<file path="src/rtl/desc_fetch_pkg.sv">
package desc_fetch_pkg;

  localparam int unsigned NWORDS   = 4;
  localparam int unsigned IDX_W    = 2;

  // descriptor word order (offset = index * 4)
  localparam logic [IDX_W-1:0] W_CTRL = 2'd0;
  localparam logic [IDX_W-1:0] W_SRC  = 2'd1;
  localparam logic [IDX_W-1:0] W_DST  = 2'd2;
  localparam logic [IDX_W-1:0] W_NEXT = 2'd3;

  // descriptor control word fields
  localparam int unsigned DC_LAST     = 16;
  localparam int unsigned DC_FLAG_LSB = 17;

  // channel control word flag field
  localparam int unsigned CH_FLAG_LSB = 3;
  localparam int unsigned NFLAGS      = 4;

  typedef enum logic [1:0] {
    ST_IDLE = 2'd0,
    ST_ADDR = 2'd1,
    ST_DATA = 2'd2,
    ST_COMMIT = 2'd3
  } fetch_state_e;

endpackage

</file>
<file path="src/rtl/desc_fetch_seq.sv">
module desc_fetch_seq
  import desc_fetch_pkg::*;
(
  input  logic             clk,
  input  logic             rst_n,
  input  logic             start_i,
  input  logic             rd_ready_i,
  input  logic             rsp_valid_i,
  output logic             accept_o,
  output logic             rd_valid_o,
  output logic [IDX_W-1:0] idx_o,
  output logic             cap_en_o,
  output logic             commit_o,
  output logic             busy_o
);

  fetch_state_e     state_q, state_d;
  logic [IDX_W-1:0] idx_q, idx_d;
  logic             idx_en;

  always_comb begin
    state_d  = state_q;
    idx_d    = idx_q;
    idx_en   = 1'b0;
    accept_o = 1'b0;
    cap_en_o = 1'b0;
    commit_o = 1'b0;
    unique case (state_q)
      ST_IDLE: begin
        if (start_i) begin
          accept_o = 1'b1;
          idx_d    = W_CTRL;
          idx_en   = 1'b1;
          state_d  = ST_ADDR;
        end
      end
      ST_ADDR: begin
        if (rd_ready_i) state_d = ST_DATA;
      end
      ST_DATA: begin
        if (rsp_valid_i) begin
          cap_en_o = 1'b1;
          if (idx_q == W_NEXT) begin
            state_d = ST_COMMIT;
          end else begin
            idx_d   = idx_q + 1'b1;
            idx_en  = 1'b1;
            state_d = ST_ADDR;
          end
        end
      end
      ST_COMMIT: begin
        commit_o = 1'b1;
        state_d  = ST_IDLE;
      end
      default: state_d = ST_IDLE;
    endcase
  end

  always_ff @(posedge clk or negedge rst_n) begin
    if (!rst_n) begin
      state_q <= ST_IDLE;
      idx_q   <= '0;
    end else begin
      state_q <= state_d;
      if (idx_en) idx_q <= idx_d;
    end
  end

  assign rd_valid_o = (state_q == ST_ADDR);
  assign busy_o     = (state_q != ST_IDLE);
  assign idx_o      = idx_q;

endmodule

</file>
<file path="src/rtl/desc_word_store.sv">
module desc_word_store
  import desc_fetch_pkg::*;
#(
  parameter int unsigned DW = 32
) (
  input  logic             clk,
  input  logic             rst_n,
  input  logic             cap_en_i,
  input  logic [IDX_W-1:0] idx_i,
  input  logic [DW-1:0]    data_i,
  output logic [DW-1:0]    words_o [NWORDS]
);

  for (genvar g = 0; g < NWORDS; g++) begin : g_word
    logic          wr_en;
    logic [DW-1:0] word_q;

    assign wr_en = cap_en_i && (idx_i == IDX_W'(g));

    always_ff @(posedge clk or negedge rst_n) begin
      if (!rst_n) begin
        word_q <= '0;
      end else if (wr_en) begin
        word_q <= data_i;
      end
    end

    assign words_o[g] = word_q;
  end

endmodule

</file>
<file path="src/rtl/desc_merge.sv">
module desc_merge
  import desc_fetch_pkg::*;
#(
  parameter int unsigned DW    = 32,
  parameter int unsigned CW    = 32,
  parameter int unsigned TSZ_W = 12
) (
  input  logic [DW-1:0] dctrl_i,
  input  logic [CW-1:0] ch_ctrl_i,
  input  logic [CW-1:0] ch_size_i,
  output logic [CW-1:0] ch_ctrl_o,
  output logic [CW-1:0] ch_size_o,
  output logic          more_o
);

  localparam logic [CW-1:0] FLAG_MASK = CW'({NFLAGS{1'b1}}) << CH_FLAG_LSB;
  localparam logic [CW-1:0] TSZ_MASK  = CW'({TSZ_W{1'b1}});

  logic [NFLAGS-1:0] flags;
  logic [TSZ_W-1:0]  tot_sz;

  always_comb begin
    flags     = dctrl_i[DC_FLAG_LSB +: NFLAGS];
    tot_sz    = dctrl_i[TSZ_W-1:0];
    ch_ctrl_o = (ch_ctrl_i & ~FLAG_MASK) | (CW'(flags) << CH_FLAG_LSB);
    ch_size_o = (ch_size_i & ~TSZ_MASK) | CW'(tot_sz);
    more_o    = ~dctrl_i[DC_LAST];
  end

endmodule

</file>
<file path="src/rtl/desc_fetch.sv">
module desc_fetch
  import desc_fetch_pkg::*;
#(
  parameter int unsigned AW    = 32,
  parameter int unsigned CW    = 32,
  parameter int unsigned TSZ_W = 12
) (
  input  logic          clk,
  input  logic          rst_n,
  input  logic          fetch_req,
  input  logic [AW-1:0] desc_base,
  input  logic [CW-1:0] ch_ctrl_i,
  input  logic [CW-1:0] ch_size_i,
  output logic          rd_valid,
  output logic [AW-1:0] rd_addr,
  input  logic          rd_ready,
  input  logic          rsp_valid,
  input  logic [AW-1:0] rsp_data,
  output logic          busy,
  output logic          done,
  output logic [CW-1:0] ch_ctrl_o,
  output logic [CW-1:0] ch_size_o,
  output logic [AW-1:0] src_addr_o,
  output logic [AW-1:0] dst_addr_o,
  output logic [AW-1:0] next_ptr_o,
  output logic [AW-1:0] cur_desc_o,
  output logic          more_o
);

  localparam int unsigned BYTE_SH = 2;

  logic             accept, cap_en, commit;
  logic [IDX_W-1:0] idx;
  logic [AW-1:0]    words [NWORDS];
  logic [AW-1:0]    base_q;
  logic [CW-1:0]    ctrl_in_q, size_in_q;
  logic [CW-1:0]    ctrl_new, size_new;
  logic             more_new;

  desc_fetch_seq u_seq (
    .clk        (clk),
    .rst_n      (rst_n),
    .start_i    (fetch_req),
    .rd_ready_i (rd_ready),
    .rsp_valid_i(rsp_valid),
    .accept_o   (accept),
    .rd_valid_o (rd_valid),
    .idx_o      (idx),
    .cap_en_o   (cap_en),
    .commit_o   (commit),
    .busy_o     (busy)
  );

  desc_word_store #(.DW(AW)) u_store (
    .clk     (clk),
    .rst_n   (rst_n),
    .cap_en_i(cap_en),
    .idx_i   (idx),
    .data_i  (rsp_data),
    .words_o (words)
  );

  desc_merge #(.DW(AW), .CW(CW), .TSZ_W(TSZ_W)) u_merge (
    .dctrl_i  (words[W_CTRL]),
    .ch_ctrl_i(ctrl_in_q),
    .ch_size_i(size_in_q),
    .ch_ctrl_o(ctrl_new),
    .ch_size_o(size_new),
    .more_o   (more_new)
  );

  // request snapshot
  always_ff @(posedge clk or negedge rst_n) begin
    if (!rst_n) begin
      base_q    <= '0;
      ctrl_in_q <= '0;
      size_in_q <= '0;
    end else if (accept) begin
      base_q    <= desc_base;
      ctrl_in_q <= ch_ctrl_i;
      size_in_q <= ch_size_i;
    end
  end

  assign rd_addr = base_q + (AW'(idx) << BYTE_SH);

  // result registers, loaded together with the completion strobe
  always_ff @(posedge clk or negedge rst_n) begin
    if (!rst_n) begin
      done       <= 1'b0;
      ch_ctrl_o  <= '0;
      ch_size_o  <= '0;
      src_addr_o <= '0;
      dst_addr_o <= '0;
      next_ptr_o <= '0;
      cur_desc_o <= '0;
      more_o     <= 1'b0;
    end else begin
      done <= commit;
      if (commit) begin
        ch_ctrl_o  <= ctrl_new;
        ch_size_o  <= size_new;
        src_addr_o <= words[W_SRC];
        dst_addr_o <= words[W_DST];
        next_ptr_o <= words[W_NEXT];
        cur_desc_o <= base_q;
        more_o     <= more_new;
      end
    end
  end

endmodule

</file>
<file path="config.mk">
export PLATFORM = sky130hd
export DESIGN_NAME = desc_fetch
export DESIGN_NICKNAME = d
export VERILOG_FILES = /design/src/rtl/desc_fetch_pkg.sv /design/src/rtl/desc_fetch_seq.sv /design/src/rtl/desc_word_store.sv /design/src/rtl/desc_merge.sv /design/src/rtl/desc_fetch.sv
export SDC_FILE = /design/constraint.sdc
export NUM_CORES = 1
export LEC_CHECK = 0
export ABC_AREA = 1
export CORE_AREA = 4 4 255 132
export CTS_BUF_LIST = sky130_fd_sc_hd__clkbuf_8
export CTS_CLUSTER_DIAMETER = 80
export DETAILED_ROUTE_END_ITERATION = 7
export DIE_AREA = 0 0 259 136
export DONT_BUFFER_PORTS = 1
export GPL_TIMING_DRIVEN = 0
export HOLD_SLACK_MARGIN = 0.03
export PLACE_DENSITY = 0.62
export SLEW_MARGIN = 20
export SYNTH_ARGS = -nofsm -noshare
export SYNTH_HDL_FRONTEND = slang
export SYNTH_SLANG_ARGS = --single-unit
</file>
<file path="constraint.sdc">
create_clock -name clk -period 2.4 [get_ports clk]
set_input_delay 0.24 -clock clk [delete_from_list [all_inputs] [get_ports clk]]
set_output_delay 0.24 -clock clk [all_outputs]
set_load 0.02 [all_outputs]
</file>
# Yosys cells after proc, flatten, opt, wreduce, memory -nomap -nowiden
# Index checks and enable logic that the tools add are counted.
[word_totals]
ff_bits = 411
inputBits = 133
out_inout_bits = 228
word_cells = 59
[op_classes]
addsub = 2
n_eq_ne = 10
muxes = 17
bitwise_logic = 3
n_reduce_logical = 10
[op_table]
columns = ["cell", "n"]
rows = [
  ["32-bit by 4-bit adder with 32-bit output", 1],
  ["32-bit by 12-bit OR with 32-bit output", 1],
  ["32-bit by 7-bit OR with 32-bit output", 1],
  ["2-bit two-way mux", 7],
  ["2-bit equality test, second input constant", 4],
  ["2-bit one-hot mux with 4 select lines", 1],
  ["1-bit two-way mux", 7],
  ["2-bit != test, second input constant", 3],
  ["5-bit AND reduction", 1],
  ["2-bit by 1-bit equality test with 1-bit output, second input constant", 2],
  ["1-bit logical AND", 4],
  ["2-bit logical NOT", 2],
  ["2-bit one-hot mux with 2 select lines", 1],
  ["2-bit nonzero test", 2],
  ["3-bit AND reduction", 1],
  ["2-bit by 1-bit adder with 2-bit output, second input constant", 1],
  ["2-bit by 1-bit != test with 1-bit output, second input constant", 1],
  ["1-bit one-hot mux with 2 select lines", 1],
  ["1-bit inverter", 1],
]

# Logic depth before layout (Yosys ltp)
# Gate-level depths: netlist of the first run.
[logic_depth]
depth_word = 5
depth_mapped = 9
depth_no_buf = 9

# By module
# Synthesis of the first run repeated with hierarchy kept, for this count alone.
[hier_totals]
cells_unflattened = 1568
area_unflattened_um2 = 17505.5
[modules_own_cells]
columns = ["module", "instances", "cells_each", "area_per_inst_um2", "seq_area_each_um2"]
rows = [
  ["desc_fetch", 1, 896, 11564.8, 7257.0],
  ["desc_word_store", 1, 569, 5188.7, 3203.1],
  ["desc_merge", 1, 65, 484.2, 0.0],
  ["desc_fetch_seq", 1, 38, 267.8, 100.1],
]

# Worst setup path before layout of the first run
# No wires, ideal clock.
[synth_path]
path_type = "flip-flop to output port"
startpoint = "reg u_seq.idx_q[0] (netlist: u_seq.idx_o[0])"
endpoint = "out rd_addr[16]"
t_arrival_ns = 1.892
setup_slack_ns = 0.268
path_stages_with_launch = 9
path_buffers = 0
path_cell_list = "dfrtp_1 -> ha_1 -> inv_1 -> fa_1 -> inv_1 -> nand3_1 -> nor2_1 -> nand3_1 -> xor2_1"
[synth_via]
elab_chain_cells = 1
[synth_lines]
columns = ["item", "line", "rtl"]
rows = [
  ["start, declared", "desc_fetch_seq.sv:18", "logic [IDX_W-1:0] idx_q, idx_d;"],
  ["start signal, assigned", "desc_fetch_seq.sv:66", "if (idx_en) idx_q <= idx_d;"],
  ["32-bit by 4-bit adder with 32-bit output", "desc_fetch.sv:85", "assign rd_addr = base_q + (AW'(idx) << BYTE_SH);"],
  ["end, declared", "desc_fetch.sv:15", "output logic [AW-1:0] rd_addr,"],
]
# Every way passes these cells.

# Worst setup path in the final report of the first run
[layout_path]
startpoint = "reg u_seq.idx_q[0] (netlist: u_seq.idx_o[0])"
endpoint = "out rd_addr[8]"
# Same word-level chain as after synthesis.

==> run summary, run 1 <==
The run finished, with violations left. The checks that failed: negative hold slack, negative setup slack. The critical path required time is 2.16 ns. The proportion of layout cells with a drive suffix above 1 was 15.64%. The number of placed instances, taps included is 2064. The ratio of final minimum period to clock period came out at 106.6%. The first TritonRoute pass finished after 7 iterations. The quantity of hold-fixing buffers added after cts is 115. The kind of path behind the tightest hold check is in2async. The met3 wire length is 2.967 mm, and the number of buffers inserted during clock tree synthesis is 55. The transition time at the pin with the least slew margin is 1.240 ns.

The filler cell count is 2658, and the total core area is 31370 um^2. The wire length of the first global-routing pass came out at 66.40 mm. For the row count, the log shows 46. STA classifies the critical path startpoint as a register.

The logs give 0 for the remaining antenna violation count and 2.32 ns for the critical path data arrival time. CTS saw 391 sinks. sky130_fd_sc_hd__nand2_1 is the most common cell in the netlist. The initial antenna violation count was 1. Yosys attributes the largest share of cell area to sky130_fd_sc_hd__dfrtp_1 63%, sky130_fd_sc_hd__nand2_1 18%, sky130_fd_sc_hd__o21ai_0 4.4%, sky130_fd_sc_hd__mux2_4 3.9%, sky130_fd_sc_hd__inv_1 2.0%. The buffer levels on the longest clock path is 3. The placer's final routability congestion estimate came out at 0.8953. Summing the sequential cell areas from Yosys gives 62.94% of the chip area. Summed over all nets, wire length on met2 after detailed routing comes to 21.34 mm. Clock skew on the completed layout was measured at 0.03194 ns. Along the worst path, the maximum fanout reaches 4.

Synthesis produced 1632 cells. The tools report the clock latency on the worst-skew pair as 0.62 ns. The final standard cell area without fillers was 19050 um^2; the minimum clock period after layout was 2.558 ns. Most instantiated flip-flop cell in the synthesis netlist: sky130_fd_sc_hd__dfrtp_1. The kind of capture point of the worst setup path was a primary output. Counting every net in the synthesized netlist gives 1772. CTS built an H-tree with a depth of 2. The floorplan step defined a die boundary enclosing 35220 um^2. The via count of the first global-routing pass was 11.82k; the power density over cell area was 1359 nW/um^2. For this run, the number of Yosys warnings is 0.

The worst hold margin was -0.6644 ns. In the final routing, the length of wire on met1 measures 17.76 mm. The leakage dissipation was 9.903 nW; the initial detailed-routing violation count was 1006. The average cell area after synthesis works out to 9.525 um^2. The run gives -0.1583 ns as the worst-case setup margin in the final layout. The worst setup path is of the reg2out kind. The fraction of synthesized cell area taken by the top area cell type was 62.94%; the number of design rule violations left after detail routing was 0. The all-layer global routing usage came out at 24.10%. Before CTS, the worst setup slack after placement is -0.09530 ns.

Setup total negative slack on the finished layout was measured at -1.454 ns. The synthesized design contains 0 enable-type register cells. The clock transition at the registers of the reported paths is 0.07 ns.

In the final design database the tool counted 1960 nets. For the number of violations of the max-capacitance limit, the log shows 0. The die outline height came out at 136 um. The largest area contributor in the netlist is sky130_fd_sc_hd__dfrtp_1. The total count of max-transition violations in the final report came out at 0.

Once layout is complete, the cells apart from fillers number 2300. The die is 259 um wide. In the routed layout, each cell is associated on average with a via count of 5.108. Entering global routing, the biggest net connects 392 pins. The detailed router placed 11.75k vias in this run. Total routed wirelength: 43.61 mm. Setup repair after global routing could not meet its margin everywhere. The tools report the aggregate global routing overflow as 0. The layout-stage area growth over the synthesis result is 22.54%, and the starting density of the core is 49.56%. The final-report hold violation count is 391. Across the VDD grid, the largest voltage drop is 0.8089 mV. For this design the top-level I/O count stands at 361. After detailed routing, the average wire length per cell comes to 18.96 um. Clock tree synthesis selected as its root buffer the cell sky130_fd_sc_hd__clkbuf_8. The synthesized netlist occupies a cell area of 15540 um^2.

TritonCTS built the clock tree. After detailed routing, no signal wire sits above met4. For this run, the top clock speed supported by timing is 390.9 MHz. The placement-stage cell area is 16090 um^2, and the detailed placement HPWL is 29.53 mm. The flop and latch count out of synthesis was 391. Ranked by instance count, the synthesized netlist is headed by 726 x sky130_fd_sc_hd__nand2_1, 391 x sky130_fd_sc_hd__dfrtp_1, 137 x sky130_fd_sc_hd__o21ai_0.

The async set-or-reset flop fraction in the synthesized netlist was 100.0%; the setup-violating endpoint count in the final report was 13. The number of unique standard cell types used by synthesis was 26. Headroom to the max-slew limit came out at 17.35%. In this run the tool buffered the top-level ports with 0 buffer cells.
==> layer usage <==
layer	vias to the layer above	GRT usage, %
li1	5448	-
met3	99	6.198
met1	5821	30.37
met5	-	0
met2	381	40.96
met4	0	8.593
==> layout by cell type (no fill, tap or decap), types with 2 or more instances in the layout <==
cell                            count
sky130_fd_sc_hd__nand3_2            5
sky130_fd_sc_hd__dlygate4sd3_1    115
sky130_fd_sc_hd__buf_6              9
sky130_fd_sc_hd__buf_1              3
sky130_fd_sc_hd__xor2_4            11
sky130_fd_sc_hd__inv_1            100
sky130_fd_sc_hd__nand3_4            4
sky130_fd_sc_hd__nand2_1          703
sky130_fd_sc_hd__nand3_1           10
sky130_fd_sc_hd__mux2_4            40
sky130_fd_sc_hd__inv_2              3
sky130_fd_sc_hd__nor2_4             9
sky130_fd_sc_hd__bufinv_16          2
sky130_fd_sc_hd__clkbuf_8          70
sky130_fd_sc_hd__o21ai_1           10
sky130_fd_sc_hd__dfrtp_2            5
sky130_fd_sc_hd__nor2_2             4
sky130_fd_sc_hd__mux2_2            11
sky130_fd_sc_hd__xor2_1             2
sky130_fd_sc_hd__buf_2             56
sky130_fd_sc_hd__ha_1               5
sky130_fd_sc_hd__clkbuf_1          10
sky130_fd_sc_hd__clkinv_2          10
sky130_fd_sc_hd__nand2_4           10
sky130_fd_sc_hd__nor2_1            62
sky130_fd_sc_hd__o21ai_0          136
sky130_fd_sc_hd__nand2_2           18
sky130_fd_sc_hd__dfrtp_1          386
sky130_fd_sc_hd__buf_4             15
sky130_fd_sc_hd__a21oi_1           30
==> report_power, final <==
part	internal [mW]	total (mW)	leakage, nW	switching [mW]
logic	2.75	6.98	4.26	4.23
registers	9.39	13.4	4.96	4.04
clock network	2.86	5.48	0.683	2.62
total	15.0	25.9	9.90	10.9
==> final timing paths <==
check,from,to,slack [ns],depth (start not counted)
setup / recovery,u_seq.idx_o[0]$_DFFE_PN0P_,rd_addr[8],-0.16,8
hold / removal,rst_n,ctrl_in_q[12]$_DFFE_PN0N_,-0.66,0
setup reg to reg,u_seq.state_q[0]$_DFFE_PN0P_,u_seq.state_q[0]$_DFFE_PN0P_,0.48,5
hold reg to reg,u_store.g_word[2].word_q[18]$_DFFE_PN0P_,dst_addr_o[18]$_DFFE_PN0P_,0.46,2
max in group asynchronous,rst_n,ch_ctrl_o[16]$_DFFE_PN0P_,2.06,0
min in group clk,rsp_valid,u_store.g_word[3].word_q[2]$_DFFE_PN0P_,0.13,5
==> metrics by stage <==
| stage | power [mW] | utilization [%] |
|---|---|---|
| final | 25.89 | 60.73 |
| after global routing | 27.48 | 60.73 |
| after CTS | 25.77 | 59.79 |
| after detailed placement | 19.80 | 51.28 |
| after global placement | 19.47 | 51.28 |
| after floorplan | 17.55 | - |
==> what timing repair did <==
item	4_1_cts	5_1_grt
buffers inserted	8	8
endpoints found under the hold margin	586	391
gates resized for setup	56	48
pin swaps	18	24
endpoints found under the setup margin	26	27
==> area by class of cell <==
| cell class | count | area (um^2) | share of cell area [%] |
|---|---|---|---|
| clock buffers | 70 | 963.4 | 5.057 |
| well taps | 432 | 540.5 | 2.837 |
| inverters | 84 | 315.3 | 1.655 |
| repair buffers | 131 | 1295 | 6.798 |
| plain buffers | 78 | 419.2 | 2.200 |
| clock inverters | 34 | 214.0 | 1.123 |
| multi-input cells | 1079 | 5509 | 28.92 |
| flip-flops and latches | 391 | 9791 | 51.40 |
| diodes | 1 | 2.502 | 0.01314 |
==> kinds of logic after synthesis <==
logic type,share of synthesized area [%]
simple gates,20.43
flops,62.94
mux,4.660
fa+ha+maj,0.6117
compound gates,5.787
buf+inv,4.725
xor+xnor,0.8452
==> worst max-delay path, cell delays in order, from the launching register on <==
cell and delay (ns):
sky130_fd_sc_hd__dfrtp_1 0.40, sky130_fd_sc_hd__ha_4 0.16, sky130_fd_sc_hd__inv_2 0.03, sky130_fd_sc_hd__fa_2 0.39, sky130_fd_sc_hd__inv_2 0.10, sky130_fd_sc_hd__nand3_4 0.09
sky130_fd_sc_hd__nor2_4 0.16, sky130_fd_sc_hd__buf_6 0.14, sky130_fd_sc_hd__xor2_4 0.24
==> flip-flops by register name, summed over array words and instances (netlist names), 28 cells and up <==
name                   count
u_store.g_word.word_q    113
base_q                    32
ch_ctrl_o                 32
ch_size_o                 32
cur_desc_o                32
dst_addr_o                32
next_ptr_o                32
src_addr_o                32
ctrl_in_q                 28
Power figures use the tool's default switching activity.
==> run 2, diff against run 1 <==
==> constraint.sdc (replaced) <==
create_clock -name clk -period 2.4 [get_ports clk]
set_input_delay 0.48 -clock clk [delete_from_list [all_inputs] [get_ports clk]]
set_output_delay 0.48 -clock clk [all_outputs]
set_load 0.02 [all_outputs]
==> run summary, run 2 (same netlist as run 1, synthesis figures left out) <==
The flow ran to the end, but the final reports show violations. The final reports fail on negative hold slack, negative setup slack. The number of port buffers is 0, and the number of design rule violations left after detail routing is 0.

Proportion of layout cells with a drive suffix above 1: 17.14%. Detailed placement ended at an HPWL of 29.53 mm. For this design the ratio of total power to cell area is 1377 nW/um^2. The area used by multi-input combinational logic came out at 5620 um^2. In this run the horizontal extent of the chip is 259 um. Measured along the y axis, the die boundary spans 136 um. The run gives 46 as the row count. Global routing used 24.03% of the available tracks. At the pin with the least slew margin, the transition time is 1.229 ns. The worst setup path is of the reg2out kind. The tools report the initial antenna violation count as 0.

TritonCTS built the clock tree. In this run the worst path has a maximum fanout of 3. The worst hold path belongs to the class in2async. The reg-to-reg setup timing slack came out at 0.55 ns. The setup total negative slack was -6.935 ns; the number of flip-flops under the largest register name was 113. The flip-flop and latch area came out at 9793 um^2. Dividing the detail-routed wire length by the instance count gives 19.12 um. The minimum clock period after layout is 2.859 ns, and the total core area is 31370 um^2. The largest register by flop count was u_store.g_word.word_q. At the placement stage, the worst setup path has a slack of -0.3353 ns.

The worst setup path is captured at a primary output. Among the stages of the critical path, the cell type that occurs most often is sky130_fd_sc_hd__buf_6. Setup repair after global routing could not meet its margin everywhere. For the via count of the first global-routing pass, the log shows 11.76k. Clock root buffer: sky130_fd_sc_hd__clkbuf_8. In this run, post-CTS hold repair placed 80 buffers. The pre-antenna-repair detailed-routing pass consisted of 6 iterations. The run gives 0 as the total count of max-transition violations in the final report. The element type at the critical path start is a register. The clock tree synthesis step divided the H-tree into 2 levels. The wire length of the first global-routing pass is 66.16 mm.

The library cell used most frequently in the layout, excluding fill and tap cells, is sky130_fd_sc_hd__nand2_1. The cell depth of the worst flop-to-flop path was 5; the post-layout net count was 1931. Worst hold margin: -0.4160 ns.

The clock transition at the registers of the reported paths came out at 0.07 ns. From synthesis to final layout, the design area changed by 21.52%. For this block, the routed nets add up to 43.43 mm of wire.

The capturing point of the worst reg2reg path is next_ptr_o[15]$_DFFE_PN0P_. The startpoint of the worst register-to-register path is u_seq.state_q[0]$_DFFE_PN0P_. For this configuration, the core starts out at a cell density of 49.56%. The run gives -0.4591 ns as the worst-case setup margin in the final layout. Setup violations remaining at the end of the flow were counted as 27. The number of buffers inserted during clock tree synthesis is 55, and the largest vdd supply drop is 0.8059 mV. For this run, the top clock speed supported by timing is 349.8 MHz.

For the worst setup path, the data required time is 1.92 ns. The sink count of the clock tree came out at 391. The largest stage delay on the critical path works out to 0.41 ns. The initial detailed-routing violation count is 977.

The tools report the top-level I/O count as 361. Across the routed clock network, the largest skew measured is 0.03061 ns. With fillers left out, the area of the finished cells amounts to 18890 um^2. At the end of routability-driven placement, the weighted congestion stood at 0.8953.

In this run the static leakage power is 9.812 nW. The filler cell count was 2643. The top cell types in the final layout, fill and taps aside, are 699 x sky130_fd_sc_hd__nand2_1, 384 x sky130_fd_sc_hd__dfrtp_1, 136 x sky130_fd_sc_hd__o21ai_0, 96 x sky130_fd_sc_hd__inv_1, 80 x sky130_fd_sc_hd__dlygate4sd3_1. In the routed layout, each cell is associated on average with a via count of 5.145. The clock passes through at most 3 buffers. The final-report hold violation count is 391.

The aggregate global routing overflow was 0; the maximum number of pins on one net before global-route repair was 392. The run gives 0 as the remaining antenna violation count. Measured against its own limit, the worst slew margin works out to 18.04%. Walking the worst path, the cells encountered are ha_4 -> inv_2 -> fa_2 -> buf_6 -> buf_6 -> nor2_4 -> buf_12 -> xor2_4.

The critical path data arrival time was 2.38 ns; the placement-stage cell area was 16090 um^2. The floorplan step defined a die boundary enclosing 35220 um^2. The ratio of final minimum period to clock period was 119.1%. Once layout is complete, the utilization of the core stands at 60.22%.

Worst-path cell with the longest stage delay: sky130_fd_sc_hd__dfrtp_1. Across all layers, the routed design uses 11.68k vias. The number of violations of the max-capacitance limit is 0.

The tools report the clock latency on the worst-skew pair as 0.62 ns.
-- run 2: cell types whose count changed in the layout (fill, tap and decap cells not counted), moves of 3 or more --
| cell | delta |
|---|---|
| sky130_fd_sc_hd__buf_6 | +4 |
| sky130_fd_sc_hd__dlygate4sd3_1 | -35 |
| sky130_fd_sc_hd__inv_1 | -4 |
| sky130_fd_sc_hd__inv_2 | +3 |
| sky130_fd_sc_hd__nand2_1 | -4 |
| sky130_fd_sc_hd__nand2_4 | +4 |
| sky130_fd_sc_hd__nor2_2 | +4 |
-- run 2: cell type report --
class                           count  area share (%)
Sequential cell                   391           51.84
Multi-Input combinational cell   1079           29.75
Timing Repair Buffer              102           5.385
Clock buffer                       70           5.100
Tap cell                          432           2.861
Buffer                             78           2.219
Inverter                           84           1.696
Clock inverter                     34           1.133
Antenna cell                        1         0.01325
-- run 2: through the flow --
step	cells	power [mW]
floorplan	1632	17.55
global placement	2064	19.47
detailed placement	2064	19.80
CTS	2261	25.89
global route	2270	27.61
finish	2271	26.01
-- run 2: worst max path at each step --
stage                               start          end  slack, ns  cells after the start
6_report       u_seq.idx_o[0]$_DFFE_PN0P_  rd_addr[12]      -0.46                      8
5_1_grt        u_seq.idx_o[0]$_DFFE_PN0P_  rd_addr[12]      -0.55                      8
4_1_cts        u_seq.idx_o[0]$_DFFE_PN0P_  rd_addr[22]      -0.49                      9
3_5_place_dp   u_seq.idx_o[0]$_DFFE_PN0P_  rd_addr[16]      -0.34                      8
3_3_place_gp   u_seq.idx_o[0]$_DFFE_PN0P_  rd_addr[16]      -0.28                      8
2_1_floorplan  u_seq.idx_o[0]$_DFFE_PN0P_  rd_addr[16]       0.03                      8
-- run 2: timing repair --
action | 4_1_cts | 5_1_grt
endpoints found under the setup margin | 29 | 29
endpoints found under the hold margin | 472 | 391
setup buffers | 13 | 9
cloned | 0 | 0
pin swaps | 27 | 24
gates resized for setup | 83 | 51
-- run 2: power breakdown --
group          switching, mW  internal [mW]  total (mW)
Combinational           4.29           2.81        7.11
Clock                   2.60           2.86        5.46
Sequential              4.05           9.39        13.4
Total                   10.9           15.1        26.0
-- run 2: metal layers --
layer,global-route usage (%),up-vias,wire (um)
met5,0,-,0
li1,-,5399,-
met2,40.84,392,21230
met4,8.713,0,1557
met3,6.253,89,2939
met1,30.18,5804,17700
-- run 2: worst max-delay path: cells and delay by family, from the launching register on --
kind,cells,cell delay [ns]
xor+xnor,1,0.22
buf+inv,4,0.41
flops,1,0.41
simple gates,1,0.17
fa+ha+maj,2,0.55
==> run 3, diff against run 2 <==
Settings changed: CORE_AREA 4 4 255 132 to 2 2 221 114, DIE_AREA 0 0 259 136 to 0 0 223 116, PLACE_DENSITY 0.62 to 0.78.
==> run summary, run 3 (same netlist as run 1, synthesis figures left out) <==
The filler cell count was 1594. Global routing finished with a remaining overflow of 0. The total count of max-transition violations in the final report is 0, and the final standard cell area without fillers is 18270 um^2. The tree is rooted in a sky130_fd_sc_hd__clkbuf_8. The flow ran to the end, but the final reports show violations. The tools report the kind of capture point of the worst setup path as a primary output. The initial antenna violation count came out at 0.

Total power for the finished layout comes to 25.55 mW. In the layout the commonest cells are 703 x sky130_fd_sc_hd__nand2_1, 385 x sky130_fd_sc_hd__dfrtp_1, 136 x sky130_fd_sc_hd__o21ai_0, 95 x sky130_fd_sc_hd__inv_1, 66 x sky130_fd_sc_hd__clkbuf_8. The die width was 223 um; the maximum frequency from static timing analysis was 347.8 MHz. The maximum number of pins on one net before global-route repair is 392, and the total core area is 23770 um^2. The routed layout has 11.93k vias. In this run the worst path has a maximum fanout of 5. Minimum clock period after layout: 2.875 ns. The kind of path behind the tightest hold check was in2async. The via count of the first global-routing pass came out at 12.31k. Registers are responsible for 52.7% of the overall power.

The count of cells in the finished layout, fillers not included, comes to 2116. Walking the worst path, the cells encountered are ha_2 -> inv_2 -> fa_2 -> nor2_4 -> nand2_4 -> nor2_4 -> nand3_1 -> nand2_2. The post-route netlist has 15.77% of its cells at a drive strength greater than 1.

The tools report the clock skew as 0.02707 ns. The critical path required time was 1.92 ns; the net switching share of the total power was 43.01%. Setup repair after global routing could not meet its margin everywhere. The tools report the final-report hold violation count as 391. The layout-stage area growth over the synthesis result is 17.53%. For the part of the power in combinational logic, the log shows 28.0%. The power density over cell area was 1399 nW/um^2. The area of the die is 25870 um^2.

Among all stages on the critical path, the largest delay is contributed by sky130_fd_sc_hd__fa_2. The number of buffers inserted during clock tree synthesis is 52, and the placement-stage cell area is 15940 um^2. The flip-flop and latch area came out at 9792 um^2. 0 antenna diodes ended up in the layout.

The worst pin sits at a relative slew slack of 54.06%. The multi-input combinational cells in the finished layout cover a total of 5527 um^2. The worst-case IR drop observed on VDD is 0.8338 mV. The critical path in this run is classified as reg2out. The internal portion of the total power is 14.56 mW. The checks that failed: negative hold slack, negative setup slack. At the placement stage, the worst setup path has a slack of -0.3494 ns. The maximum level of the CTS H-tree is 2. Most frequent standard cell in the layout excluding fill and tap cells: sky130_fd_sc_hd__nand2_1. After detailed placement, the design holds a cell count of 1947. The clock transition at the registers of the reported paths was 0.07 ns. The count of nets left with antenna violations once routing finished came out at 0. For this block, the routed nets add up to 44.06 mm of wire. The register with the most flip-flops in the final layout is u_store.g_word.word_q. The first-pass iteration count of the detailed router came out at 6. The clock network burns 19.3% of the power. The placer's final routability congestion estimate was 0.8928; the number of design rule violations left after detail routing was 0. The net switching power figure is 10.99 mW, and the wire length of the first global-routing pass is 67.63 mm.

The run gives 28 as the setup-violating endpoint count in the final report. Sink count of the clock tree: 391. Measured along the y axis, the die boundary spans 116 um.

The worst hold margin was -0.4402 ns; the detailed placement HPWL was 28.99 mm. For this run, the slowest stage of the critical path takes 0.39 ns. During placement, the flow inserted port buffers numbering 0.

The transition time at the pin with the least slew margin works out to 0.6865 ns. For the starting density of the core, the log shows 65.39%. The run gives 1906 as the post-layout net count. The all-layer global routing usage is 34.32%.

In the routed layout, each cell is associated on average with a via count of 5.639. The tools report the buffer levels on the longest clock path as 3. The register with the most flip-flops in the layout has 113 of them. The most numerous cell type found on the critical path is sky130_fd_sc_hd__nor2_4. Pin placement for this block handled 361 I/O pins.

The count of buffering cells on the critical path with inverters included came out at 1. Max-cap violations in this run came to 0. The tools report the leakage dissipation as 9.582 nW. For the worst setup path, the data arrival time is 2.39 ns. The logs give 76.85% for the share of the core filled with cells in the final layout and 0.61 ns for the clock latency on the worst-skew pair.

The ratio of final minimum period to clock period works out to 119.8%. The routed length per instance came out at 20.82 um. The logs give -0.4749 ns for the worst-case setup margin in the final layout and -8.918 ns for the setup total negative slack.

The row count is 40. The initial detailed-routing violation count came out at 1114. The cell family contributing the most delay on the critical path is simple AND/OR/NAND/NOR gates.

The element type at the critical path start was a register. TritonCTS built the clock tree.
run 3: power groups by stage:
stage | combinational (mW) | clock, mW | sequential, mW
finish | 7.15 | 4.94 | 13.5
global route | 7.96 | 5.26 | 13.7
CTS | 6.88 | 4.93 | 13.4
detailed placement | 6.39 | 0 | 13.4
global placement | 6.10 | 0 | 13.3
floorplan | 4.97 | 0 | 12.6
run 3: final timing paths:
check	slack (ns)	endpoint	from	cells past startpoint
setup reg to reg	0.53	ch_ctrl_o[10]$_DFFE_PN0P_	u_seq.state_q[1]$_DFFE_PN0P_	5
setup / recovery	-0.47	rd_addr[20]	u_seq.idx_o[0]$_DFFE_PN0P_	8
hold reg to reg	0.46	next_ptr_o[9]$_DFFE_PN0P_	u_store.g_word[3].word_q[9]$_DFFE_PN0P_	2
min in group clk	0.05	base_q[19]$_DFFE_PN0N_	desc_base[19]	2
hold / removal	-0.44	ctrl_in_q[18]$_DFFE_PN0N_	rst_n	0
max in group asynchronous	2.26	base_q[17]$_DFFE_PN0N_	rst_n	0
run 3: layout make-up:
type                    count  share of cell area, %
flip-flops and latches    391                  53.60
multi-input cells        1079                  30.25
clock buffers              66                  4.972
repair buffers             80                  4.445
plain buffers              78                  2.294
well taps                 315                  2.157
inverters                  84                  1.739
clock inverters            23                 0.5479
run 3: per-layer routing:
| layer | track usage [%] | routed length, um | up-vias |
|---|---|---|---|
| li1 | - | - | 5330 |
| met1 | 42.95 | 17430 | 5975 |
| met2 | 57.25 | 21170 | 519 |
| met3 | 10.98 | 4013 | 108 |
| met4 | 12.80 | 1444 | 0 |
| met5 | 0 | 0 | - |
run 3: timing repair:
item / CTS / global route
buffers inserted: 14 / 4
resized for setup: 83 / 30
hold buffers: 59 / 3
endpoints found under the setup margin: 29 / 28
pin swaps: 25 / 15
hold endpoints to repair: 450 / 394
